--- src/rtl/dlc_fault_log.sv ---
`timescale 1ns/1ps
module dlc_fault_log #(
  parameter int ADDR_W = 16,
  parameter int DATA_W = 32,
  parameter int CNT_W  = 4,
  localparam int BUS_W = ADDR_W + DATA_W + 2,
  localparam logic [CNT_W-1:0] CNT_MAX = {CNT_W{1'b1}}
) (
  input  logic             clk,
  input  logic             rst_n,
  input  logic             miss,
  input  logic             clr,
  input  logic [BUS_W-1:0] a_bus,
  input  logic [BUS_W-1:0] b_bus,
  output logic             pending,
  output logic [CNT_W-1:0] count,
  output logic [BUS_W-1:0] cap_a,
  output logic [BUS_W-1:0] cap_b
);
  logic             pend_q, pend_d;
  logic [CNT_W-1:0] cnt_q, cnt_d;
  logic             cnt_en;
  logic             cap_en;
  logic [BUS_W-1:0] cap_a_q, cap_b_q;

  always_comb begin
    pend_d = pend_q;
    if (clr)  pend_d = 1'b0;
    if (miss) pend_d = 1'b1;
    cnt_en = miss && (cnt_q != CNT_MAX);
    cnt_d  = cnt_q + 1'b1;
    cap_en = miss && (!pend_q || clr);
  end

  always_ff @(posedge clk or negedge rst_n) begin
    if (!rst_n) begin
      pend_q <= 1'b0;
    end else begin
      pend_q <= pend_d;
    end
  end

  always_ff @(posedge clk or negedge rst_n) begin
    if (!rst_n) begin
      cnt_q <= '0;
    end else if (cnt_en) begin
      cnt_q <= cnt_d;
    end
  end

  always_ff @(posedge clk or negedge rst_n) begin
    if (!rst_n) begin
      cap_a_q <= '0;
      cap_b_q <= '0;
    end else if (cap_en) begin
      cap_a_q <= a_bus;
      cap_b_q <= b_bus;
    end
  end

  assign pending = pend_q;
  assign count   = cnt_q;
  assign cap_a   = cap_a_q;
  assign cap_b   = cap_b_q;
endmodule

--- config.mk ---
export PLATFORM = sky130hd
export DESIGN_NAME = dlc_fault_log
export DESIGN_NICKNAME = d
export VERILOG_FILES = /design/src/rtl/dlc_fault_log.sv
export SDC_FILE = /design/constraint.sdc
export NUM_CORES = 1
export LEC_CHECK = 0
export ABC_AREA = 1
export BUFFER_PORTS_ARGS = -buffer_cell sky130_fd_sc_hd__clkbuf_2
export CORE_ASPECT_RATIO = 0.75
export CORE_MARGIN = 5
export CORE_UTILIZATION = 50
export CTS_CLUSTER_SIZE = 24
export DETAILED_ROUTE_END_ITERATION = 10
export GPL_TIMING_DRIVEN = 0
export MAX_ROUTING_LAYER = met4
export PLACE_DENSITY = 0.95
export SYNTH_ARGS = -nofsm -noshare
export SYNTH_HDL_FRONTEND = slang
export SYNTH_SLANG_ARGS = --single-unit
--- constraint.sdc ---
create_clock -name clk -period 2.7 [get_ports clk]
set_clock_uncertainty 0.05 [all_clocks]
set_input_delay 0.135 -clock clk [delete_from_list [all_inputs] [get_ports clk]]
set_output_delay 0.135 -clock clk [all_outputs]
set_load 0.1 [all_outputs]
==> flow_summary.toml, run 1 <==
[worst_setup_path]
crit_buf_inv = 1
cp.required_ps = 2520
max_stage_delay_ps = 490
cp-start-kind = "flop"
end_kind = "output port"
rr_worst_depth = 5
slowest_stage = "clkbuf_2"
path_cells = "clkbuf_2"
critPathTopFamily = "buffers and inverters"
cp.depth = 1
path_max_fanout = 6
worstSetupPathType = "reg2out"
critical_path_arrival_ps = 1270

[clock_tree]
ctsResizeCount = 0
htreeDepth = 3
postCtsHoldBufs = 84
cts_tree = "yes"
post_cts_buffers = 0
cts_sinks = 105
cts-root-buf = "clkbuf_16"
numCtsBuffers = 9
path_clk_slew_ps = 70
clkLatencyLatePin_ps = 320
cts_buffer_depth = 2

[sta]
slew_headroom = 0.528
fmax_mhz = 690
finalMaxSlewViolations = 0
finalHoldViolations = 0
fin_crit_sh = 0.537
setup_violations = 0
fin_ws_ps = 1250
worst_slew_pin_slew_ps = 708
tns_ps = 0
grt_setup_unrepaired = "false"
min_period_ps = 1450

[drt]
viasPerCell = 5.34
drcViolationCount = 0
drt_iter0_markers = 386
wire_per_inst_microns = 17.1
drtAntennaViolNets = 0
routed_wl_mm = 15.1
dr.pass1.iters = 5
vias = 4710

[place]
gp_congestion = 0.820
hpwl_mm = 9.26
io_buffers = 207
place_ws_ps = 1370

[synth]
ys_warn_count = 0
syn_area_sq_um = 4360
ys_types = 14
syn-num-nets = 568
yosys_register_bits = 105
netlist_instances = 463
syn_avg_cell_area_sq_um = 9.41
ys_seq_area_frac = 0.603

[floorplanning]
initial_core_util = 0.513
dieArea_sq_um = 10700
io_pins = 209
fp.dieW_microns = 118
chipHeight_microns = 90.8
rows = 29
core_sq_um = 8490

[global_route]
grt_pass1_vias = 4939
grt_usage = 0.286
grt_overflow = 0
grt_pass1_wl_mm = 24.4
grt_max_degree = 57
antenna_found_initial = 1

[layout]
seq_area_sq_um = 2630
final_cell_mix = "211 x nand2_1, 206 x clkbuf_2, 105 x dfrtp_1"
final_common_cell = "nand2_1"
nFillCells = 508
drive_above_1_share = 0.345
syn_to_final_growth_pct = 53.6
multi_input_area_sq_um = 1420
fin_nets = 873

[run]
cap_violations = 0

[outcome]
status = "finished clean"

[min_path]
hold_depth = 3
min_path_type = "in2reg"

[pwr]
power.leakage_uw = 0.00377
ir_drop_uv = 879
power.density_nw_per_um2 = 867
==> synthesized netlist by cell type <==
| cell | number | area, sq um |
|---|---|---|
| nand2_4 | 2 | 22.5 |
| ha_1 | 1 | 12.5 |
| o21bai_1 | 1 | 7.51 |
| dfrtp_1 | 105 | 2630 |
| a21oi_1 | 1 | 5.00 |
| nand2_1 | 211 | 792 |
| nand4_1 | 1 | 6.26 |
| xnor2_1 | 1 | 8.76 |
| buf_2 | 13 | 65.1 |
| nand3_1 | 92 | 460 |
| buf_6 | 19 | 214 |
| buf_8 | 1 | 15.0 |
| nand3_2 | 10 | 100 |
| inv_1 | 5 | 18.8 |
==> final cells by class <==
type | instances | share of cell area
antenna | 1 | 0.000374
buffer | 33 | 0.0439
clock buffer | 11 | 0.0348
clock inverter | 5 | 0.00580
inverter | 5 | 0.00280
multi-input combinational | 320 | 0.211
sequential | 105 | 0.393
tap | 108 | 0.0202
timing repair buffer | 294 | 0.288
==> path summary, 6_finish.rpt <==
| kind | slack (ps) | start | end |
|---|---|---|---|
| setup / recovery | 1250 | count[2]$_DFFE_PN0P_ | count[2] |
| min in group asynchronous | 350 | rst_n | count[3]$_DFFE_PN0P_ |
| hold reg to reg | 420 | cap_b[24]$_DFFE_PN0P_ | cap_b[24]$_DFFE_PN0P_ |
| setup reg to reg | 1360 | count[0]$_DFFE_PN0P_ | count[2]$_DFFE_PN0P_ |
| max in group asynchronous | 1540 | rst_n | cap_b[35]$_DFFE_PN0P_ |
| hold / removal | 6 | b_bus[18] | cap_b[18]$_DFFE_PN0P_ |
==> metal layers <==
layer	part of all wire	wire (microns)	global-route usage
met1	0.37	5520	0.326
met2	0.52	7840	0.489
met3	0.075	1130	0.0607
met4	0.039	583	0.123
met5	0	0	-
==> worst reg2reg max path, stage by stage (launching register included) <==
cell and delay [ps]:
dfrtp_1 440, ha_1 260, nand3_1 100, nand2_1 140, o21bai_1 190, inv_1 60
==> cells by family after synthesis <==
group	Yosys count	share of synthesized area
compound gates	2	0.00287
flops	105	0.603
buf+inv	38	0.0718
fa+ha+maj	1	0.00287
simple gates	316	0.317
xor+xnor	1	0.00201
==> state kept, by name, indices dropped and copies added (netlist names) <==
register / cells
cap_a: 50
cap_b: 50
count: 4
pending: 1
==> power breakdown <==
| part | switching [uW] | internal [uW] |
|---|---|---|
| Clock | 562 | 634 |
| Combinational | 2180 | 459 |
| Sequential | 173 | 1800 |
==> stage by stage <==
| stage | hold WS, ps | util | area [sq um] | std cells | power [uW] |
|---|---|---|---|---|---|
| 6_report | 5.84 | 0.788 | 6690 | 882 | 5800 |
| 5_1_grt | 12.3 | 0.788 | 6690 | 882 | 6000 |
| 3_3_place_gp | 315 | 0.651 | 5530 | 778 | 4430 |
| 2_1_floorplan | -211 | - | 4360 | 463 | 3990 |
| 4_1_cts | 0.0126 | 0.785 | 6670 | 879 | 5790 |
| 3_5_place_dp | 201 | 0.654 | 5560 | 779 | 4500 |
Power figures use the tool's default switching activity.
==> inputs of run 2 (changes only) <==
--- a/config.mk
+++ b/config.mk
@@ -9,12 +9,12 @@
 export BUFFER_PORTS_ARGS = -buffer_cell sky130_fd_sc_hd__clkbuf_2
 export CORE_ASPECT_RATIO = 0.75
 export CORE_MARGIN = 5
-export CORE_UTILIZATION = 50
+export CORE_UTILIZATION = 46
 export CTS_CLUSTER_SIZE = 24
 export DETAILED_ROUTE_END_ITERATION = 10
 export GPL_TIMING_DRIVEN = 0
 export MAX_ROUTING_LAYER = met4
-export PLACE_DENSITY = 0.95
+export PLACE_DENSITY = 0.9
 export SYNTH_ARGS = -nofsm -noshare
 export SYNTH_HDL_FRONTEND = slang
 export SYNTH_SLANG_ARGS = --single-unit
==> constraint.sdc (replaced) <==
create_clock -name clk -period 1.4 [get_ports clk]
set_clock_uncertainty 0.05 [all_clocks]
set_input_delay 0.07 -clock clk [delete_from_list [all_inputs] [get_ports clk]]
set_output_delay 0.07 -clock clk [all_outputs]
set_load 0.1 [all_outputs]
==> flow_summary.toml, run 2 (synthesized netlist as in run 1, its figures left out) <==
[place]
hpwl_mm = 8.90
io_buffers = 207
gp_congestion = 0.813

[drt]
dr.pass1.iters = 5
met2_length_mm = 7.67
drcViolationCount = 0
viasPerCell = 5.11
routed_wl_mm = 15.3
drtAntennaViolNets = 0
wl_met1_mm = 5.75
vias = 4680
drt_iter0_markers = 457
wl_met3_mm = 1.37
top_layer = "met4"
wire_per_inst_microns = 16.7

[floorplanning]
rows = 30
initial_core_util = 0.476
io_pins = 209
chipHeight_microns = 94.3
dieArea_sq_um = 11500
fp.dieW_microns = 122
core_sq_um = 9160

[layout]
final_cell_mix = "211 x nand2_1, 203 x clkbuf_2, 101 x dlygate4sd3_1"
final_common_cell = "nand2_1"
drive_above_1_share = 0.348
fin_util = 0.759
multi_input_area_sq_um = 1430
fin_nets = 888
seq_area_sq_um = 2640
nFillCells = 580
syn_to_final_growth_pct = 59.5
diodes = 0

[global_route]
grt_pass1_wl_mm = 24.1
grt_max_degree = 61
grt_overflow = 0
antenna_found_initial = 0
grt_usage = 0.276
grt_pass1_vias = 4847

[worst_setup_path]
worstSetupPathType = "reg2out"
cp-start-kind = "flop"
path_cells = "buf_2"
path_max_fanout = 5
cp.depth = 1
critPathTopFamily = "flip-flops"
max_stage_delay_ps = 440
end_kind = "output port"
rrSetupSlack_ps = 130
critical_path_arrival_ps = 1220
cp.required_ps = 1280
crit_buf_inv = 1
slowest_stage = "dfrtp_4"
rr_worst_depth = 5

[outcome]
status = "finished clean"

[pwr]
pwr-share-seq = 0.328
power.leakage_uw = 0.00386
switchingPower_uw = 5600
power_frac_clock = 0.233
power.density_nw_per_um2 = 1680
ir_drop_uv = 1220
pwr-share-comb = 0.439
intPower_uw = 6090
swShare = 0.479

[clock_tree]
cts_sinks = 105
clkLatencyLatePin_ps = 330
htreeDepth = 3
cts_tree = "yes"
path_clk_slew_ps = 70
cts-root-buf = "clkbuf_16"
numCtsBuffers = 9
cts_buffer_depth = 2

[run]
cap_violations = 0

[sta]
slew_headroom = 0.547
setup_violations = 0
fin_crit_sh = 0.954
grt_setup_unrepaired = "false"
tns_ps = 0
finalMaxSlewViolations = 0
fmax_mhz = 749
min_period_ps = 1340
worst_slew_pin_slew_ps = 679
finalHoldViolations = 0

[min_path]
hold_depth = 3
min_path_type = "in2reg"
run 2: cell type report:
class,count,area share
Buffer,33,0.0423
Clock buffer,11,0.0364
Clock inverter,4,0.0110
Inverter,5,0.00270
Multi-Input combinational cell,320,0.205
Sequential cell,105,0.380
Tap cell,128,0.0231
Timing Repair Buffer,309,0.299
run 2: worst paths after layout:
kind	start	to
max	count[1]$_DFFE_PN0P_	count[1]
min in group asynchronous	rst_n	cap_b[48]$_DFFE_PN0P_
max reg2reg	count[0]$_DFFE_PN0P_	count[2]$_DFFE_PN0P_
min reg2reg	cap_a[29]$_DFFE_PN0P_	cap_a[29]$_DFFE_PN0P_
max in group asynchronous	rst_n	count[0]$_DFFE_PN0P_
min	miss	count[0]$_DFFE_PN0P_
run 2: power groups by stage:
stage | Sequential, uW | Clock [uW] | Combinational [uW]
floorplan | 7050 | 0 | 695
global placement | 3840 | 0 | 4780
detailed placement | 3860 | 0 | 4860
CTS | 3810 | 2780 | 5090
global route | 3890 | 2900 | 5320
finish | 3840 | 2720 | 5130
run 2: what timing repair did:
item                                    4_1_cts  5_1_grt
endpoints found under the setup margin        1        2
buffers inserted                              0        0
resized for setup                             1        2
hold endpoints to repair                    145        0
hold buffers                                101        0
run 2: worst min-delay path, stage by stage:
cell,delay (ps)
buf_6,110
nand2_1,150
xnor2_1,80
run 2: layer usage:
layer,track usage,up-vias
li1,-,2115
met1,0.322,2202
met2,0.457,303
met3,0.0698,60
met4,0.114,0
met5,-,-
run 2: through the flow:
stage | worst slack [ps] | total power (uW) | hold slack [ps] | std cells | instance area [sq um]
final | 64.4 | 11700 | 71.3 | 915 | 6950
after floorplan | 35.0 | 7750 | -276 | 463 | 4380
after CTS | 11.7 | 11700 | 62.1 | 915 | 6950
after global placement | -1460 | 8620 | 250 | 798 | 5580
after global routing | 22.4 | 12100 | 97.1 | 915 | 6950
after detailed placement | 158 | 8720 | 118 | 799 | 5610
==> inputs of run 3 (changes only) <==
--- a/config.mk
+++ b/config.mk
@@ -14,7 +14,7 @@
 export DETAILED_ROUTE_END_ITERATION = 10
 export GPL_TIMING_DRIVEN = 0
 export MAX_ROUTING_LAYER = met4
-export PLACE_DENSITY = 0.9
+export PLACE_DENSITY = 0.79
 export SYNTH_ARGS = -nofsm -noshare
 export SYNTH_HDL_FRONTEND = slang
 export SYNTH_SLANG_ARGS = --single-unit
==> flow_summary.toml, run 3 (synthesized netlist as in run 1, its figures left out) <==
[drt]
drcViolationCount = 0
vias = 4576
wire_per_inst_microns = 16.3
routed_wl_mm = 14.9
dr.pass1.iters = 5
drtAntennaViolNets = 0
viasPerCell = 5.00
drt_iter0_markers = 355

[worst_setup_path]
worstSetupPathType = "reg2out"
path_cells = "clkbuf_2"
critPathTopFamily = "buffers and inverters"
startpoint = "count[2]$_DFFE_PN0P_"
timing.rr.start = "count[0]$_DFFE_PN0P_"
critical_path_arrival_ps = 1240
crit_buf_inv = 1
slowest_stage = "clkbuf_2"
path_max_fanout = 6
max_stage_delay_ps = 480
cp-start-kind = "flop"
cp.required_ps = 1280
end_kind = "output port"

[floorplanning]
dieArea_sq_um = 11500
fp.dieW_microns = 122
initial_core_util = 0.476
rows = 30
chipHeight_microns = 94.3
core_sq_um = 9160
io_pins = 209

[sta]
grt_setup_unrepaired = "false"
setup_violations = 0
slew_headroom = 0.502
fin_ws_ps = 42.9
fin_crit_sh = 0.969
finalHoldViolations = 0
finalMaxSlewViolations = 0
fmax_mhz = 737
min_period_ps = 1360
tns_ps = 0
worst_slew_pin_slew_ps = 747

[place]
io_buffers = 207
place_ws_ps = 160
gp_congestion = 0.804
hpwl_mm = 9.14

[layout]
diodes = 0
syn_to_final_growth_pct = 60.4
drive_above_1_share = 0.349
final_cell_mix = "211 x nand2_1, 204 x clkbuf_2, 101 x dlygate4sd3_1"
seq_area_sq_um = 2640
final_common_cell = "nand2_1"
multi_input_area_sq_um = 1430
fin_nets = 888
nFillCells = 565

[global_route]
grt_max_degree = 55
grt_overflow = 0
antenna_found_initial = 0
grt_usage = 0.266
grt_pass1_wl_mm = 23.5
grt_pass1_vias = 4735

[clock_tree]
cts_buffer_depth = 2
cts_tree = "yes"
cts_sinks = 105
path_clk_slew_ps = 70
numCtsBuffers = 9
post_cts_buffers = 0
cts-root-buf = "clkbuf_16"
htreeDepth = 3
clkLatencyLatePin_ps = 330

[pwr]
power.leakage_uw = 0.00388
total_power_uw = 11900
ir_drop_uv = 962
power.density_nw_per_um2 = 1710

[outcome]
status = "finished clean"

[run]
cap_violations = 0

[min_path]
min_path_type = "in2reg"
hp-start = "miss"
run 3: timing repair:
action                                  4_1_cts  5_1_grt
hold buffers                                101        0
resized for setup                             2        0
hold endpoints to repair                    151        0
endpoints found under the setup margin        2        0
run 3: final timing paths:
kind / to / slack [ps] / cells after the start
min: count[0]$_DFFE_PN0P_ / 60 / 3
min reg2reg: cap_b[1]$_DFFE_PN0P_ / 420 / 2
max in group asynchronous: cap_b[6]$_DFFE_PN0P_ / 290 / 3
max: count[2] / 40 / 1
min in group asynchronous: cap_a[17]$_DFFE_PN0P_ / 300 / 2
max reg2reg: count[2]$_DFFE_PN0P_ / 150 / 5
run 3: where the power goes:
| group | internal (uW) | switching [uW] |
|---|---|---|
| clock | 1890 | 1070 |
| sequential | 3500 | 332 |
| combinational | 944 | 4200 |
run 3: per-layer routing:
metal  global-route usage  vias to the layer above  share of wire
li1                     -                     2114              -
met1                0.309                     2198           0.39
met2                0.458                      222           0.51
met3               0.0632                       42          0.080
met4               0.0848                        0          0.025
met5                    -                        -              0
run 3: cell type report:
cell class	instances	area share
Clock buffer	12	0.0382
Inverter	5	0.00269
Tap cell	128	0.0229
Timing Repair Buffer	309	0.298
Sequential cell	105	0.378
Buffer	33	0.0421
Multi-Input combinational cell	320	0.204
Clock inverter	4	0.0140
run 3: through the flow:
step / instances / hold slack (ps) / utilization / cell area [sq um]
after global placement: 798 / 250 / 0.609 / 5580
after detailed placement: 799 / 157 / 0.612 / 5610
final: 916 / 57.6 / 0.763 / 6990
after CTS: 916 / 44.5 / 0.763 / 6990
after global routing: 916 / 81.2 / 0.763 / 6990
after floorplan: 463 / -276 / - / 4380
